**config.mk**
```make
export PLATFORM = sky130hd
export DESIGN_NAME = asram_bus_ctrl
export DESIGN_NICKNAME = d
export VERILOG_FILES = /design/src/rtl/asram_pkg.sv /design/src/rtl/asram_cycle_timer.sv /design/src/rtl/asram_seq.sv /design/src/rtl/asram_pin_regs.sv /design/src/rtl/asram_bus_ctrl.sv
export SDC_FILE = /design/constraint.sdc
export NUM_CORES = 1
export LEC_CHECK = 0
export BUFFER_PORTS_ARGS = -buffer_cell sky130_fd_sc_hd__buf_4
export CORE_MARGIN = 1.5
export CORE_UTILIZATION = 47
export CTS_CLUSTER_DIAMETER = 100
export CTS_CLUSTER_SIZE = 8
export DETAILED_ROUTE_END_ITERATION = 16
export PLACE_DENSITY = 0.84
export SLEW_MARGIN = 20
export SYNTH_ARGS = -nofsm -noshare
export SYNTH_HDL_FRONTEND = slang
export SYNTH_SLANG_ARGS = --single-unit
```
**constraint.sdc**
```tcl
create_clock -name clk -period 1.9 [get_ports clk]
set_input_delay 0.285 -clock clk [delete_from_list [all_inputs] [get_ports clk]]
set_output_delay 0.285 -clock clk [all_outputs]
set_load 0.01 [all_outputs]
```
**src/rtl/asram_pkg.sv**
```systemverilog
package asram_pkg;

   typedef enum logic [2:0] {
      ST_IDLE   = 3'd0,
      ST_READ   = 3'd1,
      ST_TURN   = 3'd2,
      ST_WSETUP = 3'd3,
      ST_WPULSE = 3'd4,
      ST_WREL   = 3'd5
   } asram_state_e;

   typedef struct packed {
      logic cs_n;
      logic we_n;
      logic oe_n;
      logic dq_oe;
      logic ready;
   } asram_pins_t;

   localparam asram_pins_t PINS_QUIET = '{cs_n: 1'b1, we_n: 1'b1, oe_n: 1'b1,
                                          dq_oe: 1'b0, ready: 1'b1};

   function automatic asram_pins_t pins_for(input asram_state_e s);
      asram_pins_t p;
      p.cs_n  = !(s inside {ST_READ, ST_WSETUP, ST_WPULSE});
      p.we_n  = !(s == ST_WPULSE);
      p.oe_n  = !(s == ST_READ);
      p.dq_oe = (s inside {ST_WPULSE, ST_WREL});
      p.ready = (s == ST_IDLE);
      return p;
   endfunction

   function automatic int unsigned max3(input int unsigned a, input int unsigned b,
                                        input int unsigned c);
      int unsigned m;
      m = (a > b) ? a : b;
      return (m > c) ? m : c;
   endfunction

endpackage

```
**src/rtl/asram_cycle_timer.sv**
```systemverilog
module asram_cycle_timer #(
   parameter int unsigned LIMIT = 3,
   localparam int unsigned CNT_W = (LIMIT > 1) ? $clog2(LIMIT) : 1
) (
   input  logic             clk,
   input  logic             rst_n,
   input  logic             load,
   input  logic [CNT_W-1:0] load_val,
   output logic             zero
);

   generate
      if (LIMIT <= 1) begin : g_no_count
         logic unused_tmr;
         assign unused_tmr = ^{clk, rst_n, load, load_val};
         assign zero = 1'b1;
      end else begin : g_count
         logic [CNT_W-1:0] cnt_q;
         always_ff @(posedge clk or negedge rst_n) begin
            if (!rst_n) begin
               cnt_q <= '0;
            end else if (load) begin
               cnt_q <= load_val;
            end else if (cnt_q != '0) begin
               cnt_q <= cnt_q - 1'b1;
            end
         end
         assign zero = (cnt_q == '0);
      end
   endgenerate

endmodule

```
**src/rtl/asram_seq.sv**
```systemverilog
module asram_seq
   import asram_pkg::*;
#(
   parameter int unsigned RD_CYCLES   = 3,
   parameter int unsigned WR_CYCLES   = 2,
   parameter int unsigned TURN_CYCLES = 1,
   parameter int unsigned CNT_W       = 2
) (
   input  logic             clk,
   input  logic             rst_n,
   input  logic             req_valid,
   input  logic             req_write,
   input  logic             tmr_zero,
   output logic             tmr_load,
   output logic [CNT_W-1:0] tmr_val,
   output logic             accept,
   output logic             capture,
   output asram_state_e     nxt_state
);

   asram_state_e state_q;

   always_ff @(posedge clk or negedge rst_n) begin
      if (!rst_n) begin
         state_q <= ST_IDLE;
      end else begin
         state_q <= nxt_state;
      end
   end

   always_comb begin
      nxt_state = state_q;
      tmr_load  = 1'b0;
      tmr_val   = '0;
      accept    = 1'b0;
      capture   = 1'b0;
      unique case (state_q)
         ST_IDLE: begin
            if (req_valid) begin
               accept = 1'b1;
               if (req_write) begin
                  nxt_state = ST_WSETUP;
               end else begin
                  nxt_state = ST_READ;
                  tmr_load  = 1'b1;
                  tmr_val   = CNT_W'(RD_CYCLES - 1);
               end
            end
         end
         ST_READ: begin
            if (tmr_zero) begin
               capture   = 1'b1;
               nxt_state = ST_TURN;
               tmr_load  = 1'b1;
               tmr_val   = CNT_W'(TURN_CYCLES - 1);
            end
         end
         ST_TURN: begin
            if (tmr_zero) nxt_state = ST_IDLE;
         end
         ST_WSETUP: begin
            nxt_state = ST_WPULSE;
            tmr_load  = 1'b1;
            tmr_val   = CNT_W'(WR_CYCLES - 1);
         end
         ST_WPULSE: begin
            if (tmr_zero) nxt_state = ST_WREL;
         end
         ST_WREL: begin
            nxt_state = ST_IDLE;
         end
         default: begin
            nxt_state = ST_IDLE;
         end
      endcase
   end

endmodule

```
**src/rtl/asram_pin_regs.sv**
```systemverilog
module asram_pin_regs
   import asram_pkg::*;
#(
   parameter int unsigned ADDR_W = 18,
   parameter int unsigned DATA_W = 4
) (
   input  logic              clk,
   input  logic              rst_n,
   input  logic              accept,
   input  logic              capture,
   input  asram_state_e      nxt_state,
   input  logic [ADDR_W-1:0] req_addr,
   input  logic [DATA_W-1:0] req_wdata,
   input  logic [DATA_W-1:0] mem_dq_i,
   output asram_pins_t       pins,
   output logic [ADDR_W-1:0] mem_addr,
   output logic [DATA_W-1:0] mem_dq_o,
   output logic              rsp_valid,
   output logic [DATA_W-1:0] rsp_rdata
);

   always_ff @(posedge clk or negedge rst_n) begin
      if (!rst_n) begin
         pins <= PINS_QUIET;
      end else begin
         pins <= pins_for(nxt_state);
      end
   end

   always_ff @(posedge clk or negedge rst_n) begin
      if (!rst_n) begin
         mem_addr <= '0;
         mem_dq_o <= '0;
      end else if (accept) begin
         mem_addr <= req_addr;
         mem_dq_o <= req_wdata;
      end
   end

   always_ff @(posedge clk or negedge rst_n) begin
      if (!rst_n) begin
         rsp_valid <= 1'b0;
         rsp_rdata <= '0;
      end else begin
         rsp_valid <= capture;
         if (capture) rsp_rdata <= mem_dq_i;
      end
   end

endmodule

```
**src/rtl/asram_bus_ctrl.sv**
```systemverilog
module asram_bus_ctrl
   import asram_pkg::*;
#(
   parameter int unsigned ADDR_W      = 18,
   parameter int unsigned DATA_W      = 4,
   parameter int unsigned RD_CYCLES   = 3,
   parameter int unsigned WR_CYCLES   = 2,
   parameter int unsigned TURN_CYCLES = 1
) (
   input  logic              clk,
   input  logic              rst_n,
   input  logic              req_valid,
   output logic              req_ready,
   input  logic              req_write,
   input  logic [ADDR_W-1:0] req_addr,
   input  logic [DATA_W-1:0] req_wdata,
   output logic              rsp_valid,
   output logic [DATA_W-1:0] rsp_rdata,
   output logic              mem_cs_n,
   output logic              mem_we_n,
   output logic              mem_oe_n,
   output logic [ADDR_W-1:0] mem_addr,
   output logic [DATA_W-1:0] mem_dq_o,
   output logic              mem_dq_oe,
   input  logic [DATA_W-1:0] mem_dq_i
);

   localparam int unsigned MAX_CYC = max3(RD_CYCLES, WR_CYCLES, TURN_CYCLES);
   localparam int unsigned CNT_W   = (MAX_CYC > 1) ? $clog2(MAX_CYC) : 1;

   generate
      if (RD_CYCLES < 1 || WR_CYCLES < 1 || TURN_CYCLES < 1) begin : g_bad_timing
         $error("asram_bus_ctrl: every phase needs at least one cycle");
      end
      if (ADDR_W < 1 || DATA_W < 1) begin : g_bad_width
         $error("asram_bus_ctrl: address and data widths must be nonzero");
      end
   endgenerate

   logic             tmr_zero;
   logic             tmr_load;
   logic [CNT_W-1:0] tmr_val;
   logic             accept;
   logic             capture;
   asram_state_e     nxt_state;
   asram_pins_t      pins;

   asram_cycle_timer #(
      .LIMIT (MAX_CYC)
   ) u_timer (
      .clk      (clk),
      .rst_n    (rst_n),
      .load     (tmr_load),
      .load_val (tmr_val),
      .zero     (tmr_zero)
   );

   asram_seq #(
      .RD_CYCLES   (RD_CYCLES),
      .WR_CYCLES   (WR_CYCLES),
      .TURN_CYCLES (TURN_CYCLES),
      .CNT_W       (CNT_W)
   ) u_seq (
      .clk       (clk),
      .rst_n     (rst_n),
      .req_valid (req_valid),
      .req_write (req_write),
      .tmr_zero  (tmr_zero),
      .tmr_load  (tmr_load),
      .tmr_val   (tmr_val),
      .accept    (accept),
      .capture   (capture),
      .nxt_state (nxt_state)
   );

   asram_pin_regs #(
      .ADDR_W (ADDR_W),
      .DATA_W (DATA_W)
   ) u_pins (
      .clk       (clk),
      .rst_n     (rst_n),
      .accept    (accept),
      .capture   (capture),
      .nxt_state (nxt_state),
      .req_addr  (req_addr),
      .req_wdata (req_wdata),
      .mem_dq_i  (mem_dq_i),
      .pins      (pins),
      .mem_addr  (mem_addr),
      .mem_dq_o  (mem_dq_o),
      .rsp_valid (rsp_valid),
      .rsp_rdata (rsp_rdata)
   );

   assign mem_cs_n  = pins.cs_n;
   assign mem_we_n  = pins.we_n;
   assign mem_oe_n  = pins.oe_n;
   assign mem_dq_oe = pins.dq_oe;
   assign req_ready = pins.ready;

endmodule

```
* After elaboration in Yosys (flattened, before gate mapping) *
Index checks and enable logic that the tools add are counted.

cells by class
  $add $sub $neg = 1
  equality and inequality tests = 8
  muxes and demuxes = 18
  reductions and logical operators = 10

operators by type and width
  cell                                                 count
  one-hot mux 3 bit (5 select lines)                   1
  2-to-1 mux 3 bit                                     4
  2-to-1 mux 2 bit                                     5
  equality test 3 x 2 -> 1 bit, second input constant  3
  equality test 3 bit, second input constant           3
  equality test 3 x 1 -> 1 bit, second input constant  2
  logical NOT 3 bit                                    2
  2-to-1 mux 1 bit                                     6
  nonzero test 2 bit                                   3
  one-hot mux 2 bit (2 select lines)                   1
  logical NOT 1 bit                                    3
  one-hot mux 1 bit (3 select lines)                   1
  nonzero test 3 bit                                   1
  logical NOT 2 bit                                    1
  subtractor 2 x 1 -> 2 bit, second input constant     1

storage, ports and cells
  register bits = 37
  output and inout bits = 32
  word-level logic and storage cells = 48

* Logic depth before layout (Yosys ltp) *
Gate-level depths: netlist of the first run.

  depth after elaboration = 6
  gate-level depth with buffers = 6
  gate-level depth less buffers = 5

* Hierarchy *
From an unflattened synthesis of the first run, not the netlist that was laid out.

unflattened totals
  cells, all modules = 97
  area total of the unflattened synthesis = 1,450.1 um2

by module, submodules not included
  module             times used  cells each  area an instance (um2)  sequential area each (um2)
  asram_pin_regs     1           67          1,149.9                 805.8
  asram_seq          1           18          186.4                   75.1
  asram_cycle_timer  1           12          113.9                   50.0

* Least setup slack after synthesis of the first run *
Ideal clock, no wire load.

  path type = flip-flop to flip-flop
  start point = register u_seq.state_q[1]
  end point = register u_pins.mem_addr[0]
  library setup time = 0.125 ns
  arrival time = 1.384 ns
  data required time = 1.775 ns
  setup slack = 0.392 ns
  stages on the path, launching flop included = 5
  path through = dfrtp_1 > buf_4 > nor4b_4 > buf_6 > mux2_2

on the way
  cells in the longest elaborated chain, start to end = 2

ends and longest elaborated chain
  item                      line                  text
  start: declaration        asram_seq.sv:21       asram_state_e state_q;
  start signal: assignment  asram_seq.sv:27       state_q <= nxt_state;
  logical NOT 3 bit         asram_seq.sv:37       unique case (state_q)
  2-to-1 mux 1 bit          asram_seq.sv:37
  end signal: assignment    asram_pin_regs.sv:35  mem_addr <= req_addr;
  end: declaration          asram_pin_regs.sv:16  output logic [ADDR_W-1:0] mem_addr,

Every way passes these cells.
A chain may end at the register's enable or synchronous reset.

* Worst setup path in the final report of the first run *
  start point = register u_timer.g_count.cnt_q[0]
  end point = register u_pins.rsp_rdata[3]

on the way
  cells in the longest elaborated chain, start to end = 3

ends and longest elaborated chain
  item                      line                     text
  start: declaration        asram_cycle_timer.sv:18  logic [CNT_W-1:0] cnt_q;
  start signal: assignment  asram_cycle_timer.sv:23  cnt_q <= load_val;
  start signal: assignment  asram_cycle_timer.sv:25  cnt_q <= cnt_q - 1'b1;
  logical NOT 2 bit         asram_cycle_timer.sv:28  assign zero = (cnt_q == '0);
  2-to-1 mux 1 bit          asram_seq.sv:51          if (tmr_zero) begin
  2-to-1 mux 1 bit          asram_seq.sv:37
  net capture               asram_bus_ctrl.sv:44     logic capture;
  end signal: assignment    asram_pin_regs.sv:46     if (capture) rsp_rdata <= mem_dq_i;
  end: declaration          asram_pin_regs.sv:19     output logic [DATA_W-1:0] rsp_rdata

The timed path passes the listed nets, and every way through them passes these cells.

==> results of run 1 <==
-- what timing repair did --
item	4_1_cts	5_1_grt
setup endpoints to repair	0	0
resized for setup	0	0
setup buffers	0	0
hold buffers	1	0
endpoints found under the hold margin	33	0
-- cell usage in the layout, fill, tap and decap left out, types with 2 or more instances in the layout --
master / count
buf_4: 61
dfrtp_1: 33
mux2_2: 26
nand2_1: 6
clkbuf_4: 5
o21ai_0: 4
dfstp_2: 4
inv_1: 3
nor3_1: 3
a21oi_1: 3
nor2_1: 2
nor2b_1: 2
clkbuf_1: 2
-- cell type report --
cell class / count / share of cell area, %
Tap cell: 44 / 2.662
Inverter: 3 / 0.5445
Multi-Input combinational cell: 60 / 25.35
Sequential cell: 37 / 45.01
Timing Repair Buffer: 63 / 23.59
Clock buffer: 8 / 2.843
-- worst reg2reg max path: cells and delay by family, from the launching register on --
family / cells / cell delay (ns)
buffers and inverters: 1 / 0.06
DFF: 1 / 0.40
and+or+nand+nor: 2 / 0.44
adders and majority gates: 1 / 0.35
muxes: 1 / 0.39
-- metal layers --
metal	vias up	track usage [%]	routed length, um
met3	5	5.844	290
met4	0	9.841	38
li1	499	-	-
met1	509	18.40	1167
met5	-	0	0
met2	51	30.59	1507
-- power breakdown --
| group | internal [mW] | leakage, nW | switching (mW) |
|---|---|---|---|
| registers | 1.21 | 0.437 | 0.269 |
| logic | 0.960 | 0.517 | 0.690 |
| clock network | 0.183 | 0.0326 | 0.241 |
-- flip-flops by register name, summed over array words and instances (netlist names) --
register / flops
u_pins.rsp_rdata: 4
u_pins.mem_addr: 18
u_seq.state_q: 3
u_pins.rsp_valid: 1
u_pins.pins: 5
u_pins.mem_dq_o: 4
u_timer.g_count.cnt_q: 2
-- cell families (layout without fill, tap and decap cells) --
group / count (synthesis) / count (layout) / share of synthesized area, %
simple gates: 21 / 21 / 9.151
mux: 27 / 27 / 20.03
fa+ha+maj: 1 / 1 / 0.8243
buf+inv: 9 / 74 / 4.122
compound gates: 11 / 11 / 4.534
flops: 37 / 37 / 61.34
-- how the worst min path moves through the flow --
stage / start / to / slack (ns)
final: req_addr[10] / u_pins.mem_addr[10] / 0.17
after global routing: req_addr[10] / u_pins.mem_addr[10] / 0.15
after CTS: req_addr[10] / u_pins.mem_addr[10] / 0.16
after detailed placement: rst_n / u_pins.mem_addr[10] / 0.27
after global placement: rst_n / u_pins.mem_addr[14] / 0.26
after floorplan: rst_n / u_pins.mem_addr[0] / -0.01
==> metrics.txt, run 1 <==
die width about 60 um; clk sinks 37; Post-Syn Area 1518 um^2; antenna violations before repair 0; Reg clk slew, reported paths 0.11 ns; port bufs between 60 and 70; Die Span Y 59.83 um; Final Util 67.75%; Layout Nets approximately 200; row count 20; Worst Max-Slew Pin Slew 0.4474 ns; TritonCTS Buffers 5; Max VDD drop 0.0008728 V; status complete, no violations; Mapped Cells approximately 110; core region area 3053 um^2; DRT iter0 DRCs 29; final worst slack roughly 0.16 ns; Via-to-Cell Ratio between 4 and 5; H-tree levels 2; CP startpoint kind flop; Routed WL 3.002 mm; Final Hold Viols 0; Final Cycle Share 91.54%; routed len/inst roughly 14 um; number of flops mapped to enable cells by yosys 0; Synth async-reset ratio 100.0%; die footprint 3579 um^2; max-slew violation count 0; clock tree buffer depth 2; Worst slew margin between 70% and 80%; Post-Syn Nets 137; FF+latch count, synth 37; Crit. End Element flop; TNS Setup 0 ns; reg2reg end u_pins.rsp_rdata[3]; fill count between 200 and 250; crit path max fanout 11; CP Capture Point u_pins.rsp_rdata[3]; first-pass GRT wire length 4.519 mm; hold_ws 0.1690 ns; critical path buffer and inverter count 1; Starting Density 49.71%; Worst Setup SP u_timer.g_count.cnt_q[0]; post-synth top area cell dfrtp_1; CP Class flop to flop; register area share after synthesis about three fifths; largest net degree at the start of global routing 38; pre-CTS WS ~0.18 ns; Data arrival, critical path 1.97 ns; Leak Pwr 0.9864 nW; crit path time final about 1.7 ns; CTS tree done; DR pass1 iterations 4; via count 1,064; Overflow after GRT 0; flop2flop setup slack 0.16 ns; Cells on Worst Hold Path 2; routability-driven placement congestion ratio between 0.7 and 0.8; post-synth top area share 54.41%; max cap viols 0; worst path required time about 2.1 ns; CP top delay family simple AND/OR/NAND/NOR gates; Synth Warn # 0; Critical Path Max Stage Delay approximately 0.4 ns; Cell Pwr Density 1718 nW/um^2; Critical Path Stages 5; Post-DP Area 1999 um^2; RSZ-0062 raised after global routing no; share of cells above drive strength 1 59.65%; IO Count 62; area of the multi-input gates 524.3 um^2; CTS Root Buffer Type clkbuf_4; Cells after DPL 206; vias in the first global route ~1,000; Syn Area/Cell 14.32 um^2; CP cell instances inv_1, ha_1, nand2_1, nor3_2, mux2_2; Power Total 3.554 mW; residual DRC count 0; fmax ~570 MHz; DPL Wire Length roughly 2.2 mm; Reg area 930.9 um^2; most frequently used flop master after synthesis dfrtp_1; Worst-Skew Late Latency 0.34 ns; GRT Resource Usage Total roughly 18%; Cell variety after synth 27; Synth top cells by count dfrtp_1 (33), mux2_2 (26), nand2_1 (6); Setup Viol. Count Final 0; HP Class primary input to flop; Final Instance Area ~2100 um^2; most frequent cell after synthesis dfrtp_1; worst reg2reg path depth 5; Antenna Cells 0; top post-synthesis cells by area dfrtp_1 (54%), mux2_2 (19%), dfstp_2 (6.9%); Antenna Nets Post-Route 0; Worst path slowest cell dfrtp_1; RR Startpoint u_timer.g_count.cnt_q[0]; Final Non-Filler Cells 215; Layout Skew roughly 0.0062 ns; Area Overhead vs Synth 36.27%
(Power assumes the default switching activity.)
==> run 2: changes to the inputs <==
clock period = 1.8 ns   (was 1.9 ns; I/O delays follow)
==> metrics.txt, run 2 (synthesis results as in run 1) <==
DR pass1 iterations 4; CTS Root Buffer Type clkbuf_4; Via-to-Cell Ratio 4.986; Crit. End Element flop; routed len/inst about 14 um; Power Total 3.779 mW; row count 20; core region area just over 3000 um^2; fmax 612.6 MHz; Die Span Y 59.83 um; Max VDD drop a little over 0.0007 V; CTS tree done; Largest Register u_pins.mem_addr; Starting Density 49.71%; Area Overhead vs Synth 37.26%; Final Instance Area approximately 2100 um^2; CP Class flop to flop; Layout Skew 0.005334 ns; clock tree buffer depth 2; DRT iter0 DRCs 27; Layout Nets 203; crit path time final 1.632 ns; RSZ-0062 raised after global routing no; TritonCTS Buffers 5; Worst slew margin 70.83%; port bufs between 60 and 70; reg2reg end u_pins.rsp_rdata[2]; Antenna Nets Post-Route 0; worst reg2reg path depth 5; Routed WL 2.945 mm; status complete, no violations; Leak Pwr 0.9965 nW; max reg flops 18; Final Hold Viols 0; die width 59.83 um; max cap viols 0; Cell Pwr Density about 1800 nW/um^2; Worst-Skew Late Latency around 0.34 ns; Final Cycle Share between 90% and 100%; crit path max fanout 6; Overflow after GRT 0; Post-DP Area roughly 2000 um^2; Reg clk slew, reported paths 0.10 ns; DPL Wire Length 2.269 mm; H-tree levels 2; Worst Max-Slew Pin Slew 0.4376 ns; largest net degree at the start of global routing 38; HP Class primary input to flop; commonest non-fill, non-tap cells in the layout buf_4 (63), dfrtp_1 (33), mux2_2 (26), nand2_1 (6), clkbuf_4 (5); via count 1,082; Data arrival, critical path approximately 1.9 ns; die footprint 3579 um^2; CP startpoint kind flop; Worst Setup SP u_timer.g_count.cnt_q[0]; max-slew violation count 0; most common cell after layout, fill and taps aside buf_4; TNS Setup 0 ns; Setup Viol. Count Final 0; vias in the first global route between 1,000 and 1,500; Cells after DPL 208; Antenna Cells 0; IO Count a little over 60; Final Non-Filler Cells about 220; clk sinks 37; flop2flop setup slack 0.17 ns; worst path required time 2.03 ns; routability-driven placement congestion ratio 0.8490; CP Capture Point u_pins.rsp_rdata[2]; RR Startpoint u_timer.g_count.cnt_q[0]; GRT Resource Usage Total 17.76%; first-pass GRT wire length 4.595 mm; biggest regs u_pins.mem_addr x18, u_pins.pins x5; residual DRC count 0; share of cells above drive strength 1 60.12%; antenna violations before repair 0
[run 2: cell types whose count changed in the layout (fill, tap and decap cells not counted)]
cell / before / now
buf_4: 61 / 63
[run 2: what timing repair did]
action | CTS | global route
setup endpoints to repair | 0 | 0
hold buffers | 1 | 0
gates resized for setup | 0 | 0
setup buffers | 0 | 0
endpoints found under the hold margin | 33 | 0
[run 2: final cells by class]
cell class | count | area, um^2
sequential | 37 | 930.9
multi-input combinational | 60 | 524.3
timing repair buffer | 65 | 503.0
fill | 230 | 969.7
inverter | 3 | 11.26
clock buffer | 8 | 58.81
tap | 44 | 55.05
[run 2: per-stage QoR]
stage / hold WS (ns) / setup WS (ns) / util [%]
floorplan: -0.02559 / 0.2916 / -
global placement: 0.2407 / 0.2775 / 65.98
detailed placement: 0.2503 / 0.1776 / 65.98
CTS: 0.1452 / 0.1712 / 68.24
global route: 0.1380 / 0.04059 / 68.24
finish: 0.1556 / 0.1676 / 68.24
[run 2: worst min-delay path by stage]
| stage | from | end | slack, ns | cells after the start |
|---|---|---|---|---|
| floorplan | rst_n | u_pins.mem_addr[0] | -0.03 | 0 |
| global placement | rst_n | u_pins.mem_addr[14] | 0.24 | 1 |
| detailed placement | rst_n | u_pins.mem_addr[14] | 0.25 | 1 |
| CTS | req_addr[16] | u_pins.mem_addr[16] | 0.15 | 2 |
| global route | req_wdata[1] | u_pins.mem_dq_o[1] | 0.14 | 2 |
| finish | req_wdata[1] | u_pins.mem_dq_o[1] | 0.16 | 2 |
[run 2: worst max-delay path, stage by stage, from the launching register on]
cell and delay [ns]:
dfrtp_1 0.40, inv_1 0.06, ha_1 0.25, nand2_1 0.10
nor3_2 0.32, mux2_2 0.39
[run 2: power breakdown]
part / leakage (nW) / total, mW / internal (mW) / switching, mW
Sequential: 0.437 / 1.54 / 1.28 / 0.264
Clock: 0.0326 / 0.445 / 0.193 / 0.252
Combinational: 0.527 / 1.79 / 1.04 / 0.751
Total: 0.996 / 3.78 / 2.51 / 1.27
[run 2: routing by layer]
metal	up-vias	part of all wire, %	track usage, %
met1	513	37	18.68
met2	59	51	30.59
met5	-	0	0
met3	8	11	7.792
met4	0	1.9	7.619
li1	502	-	-
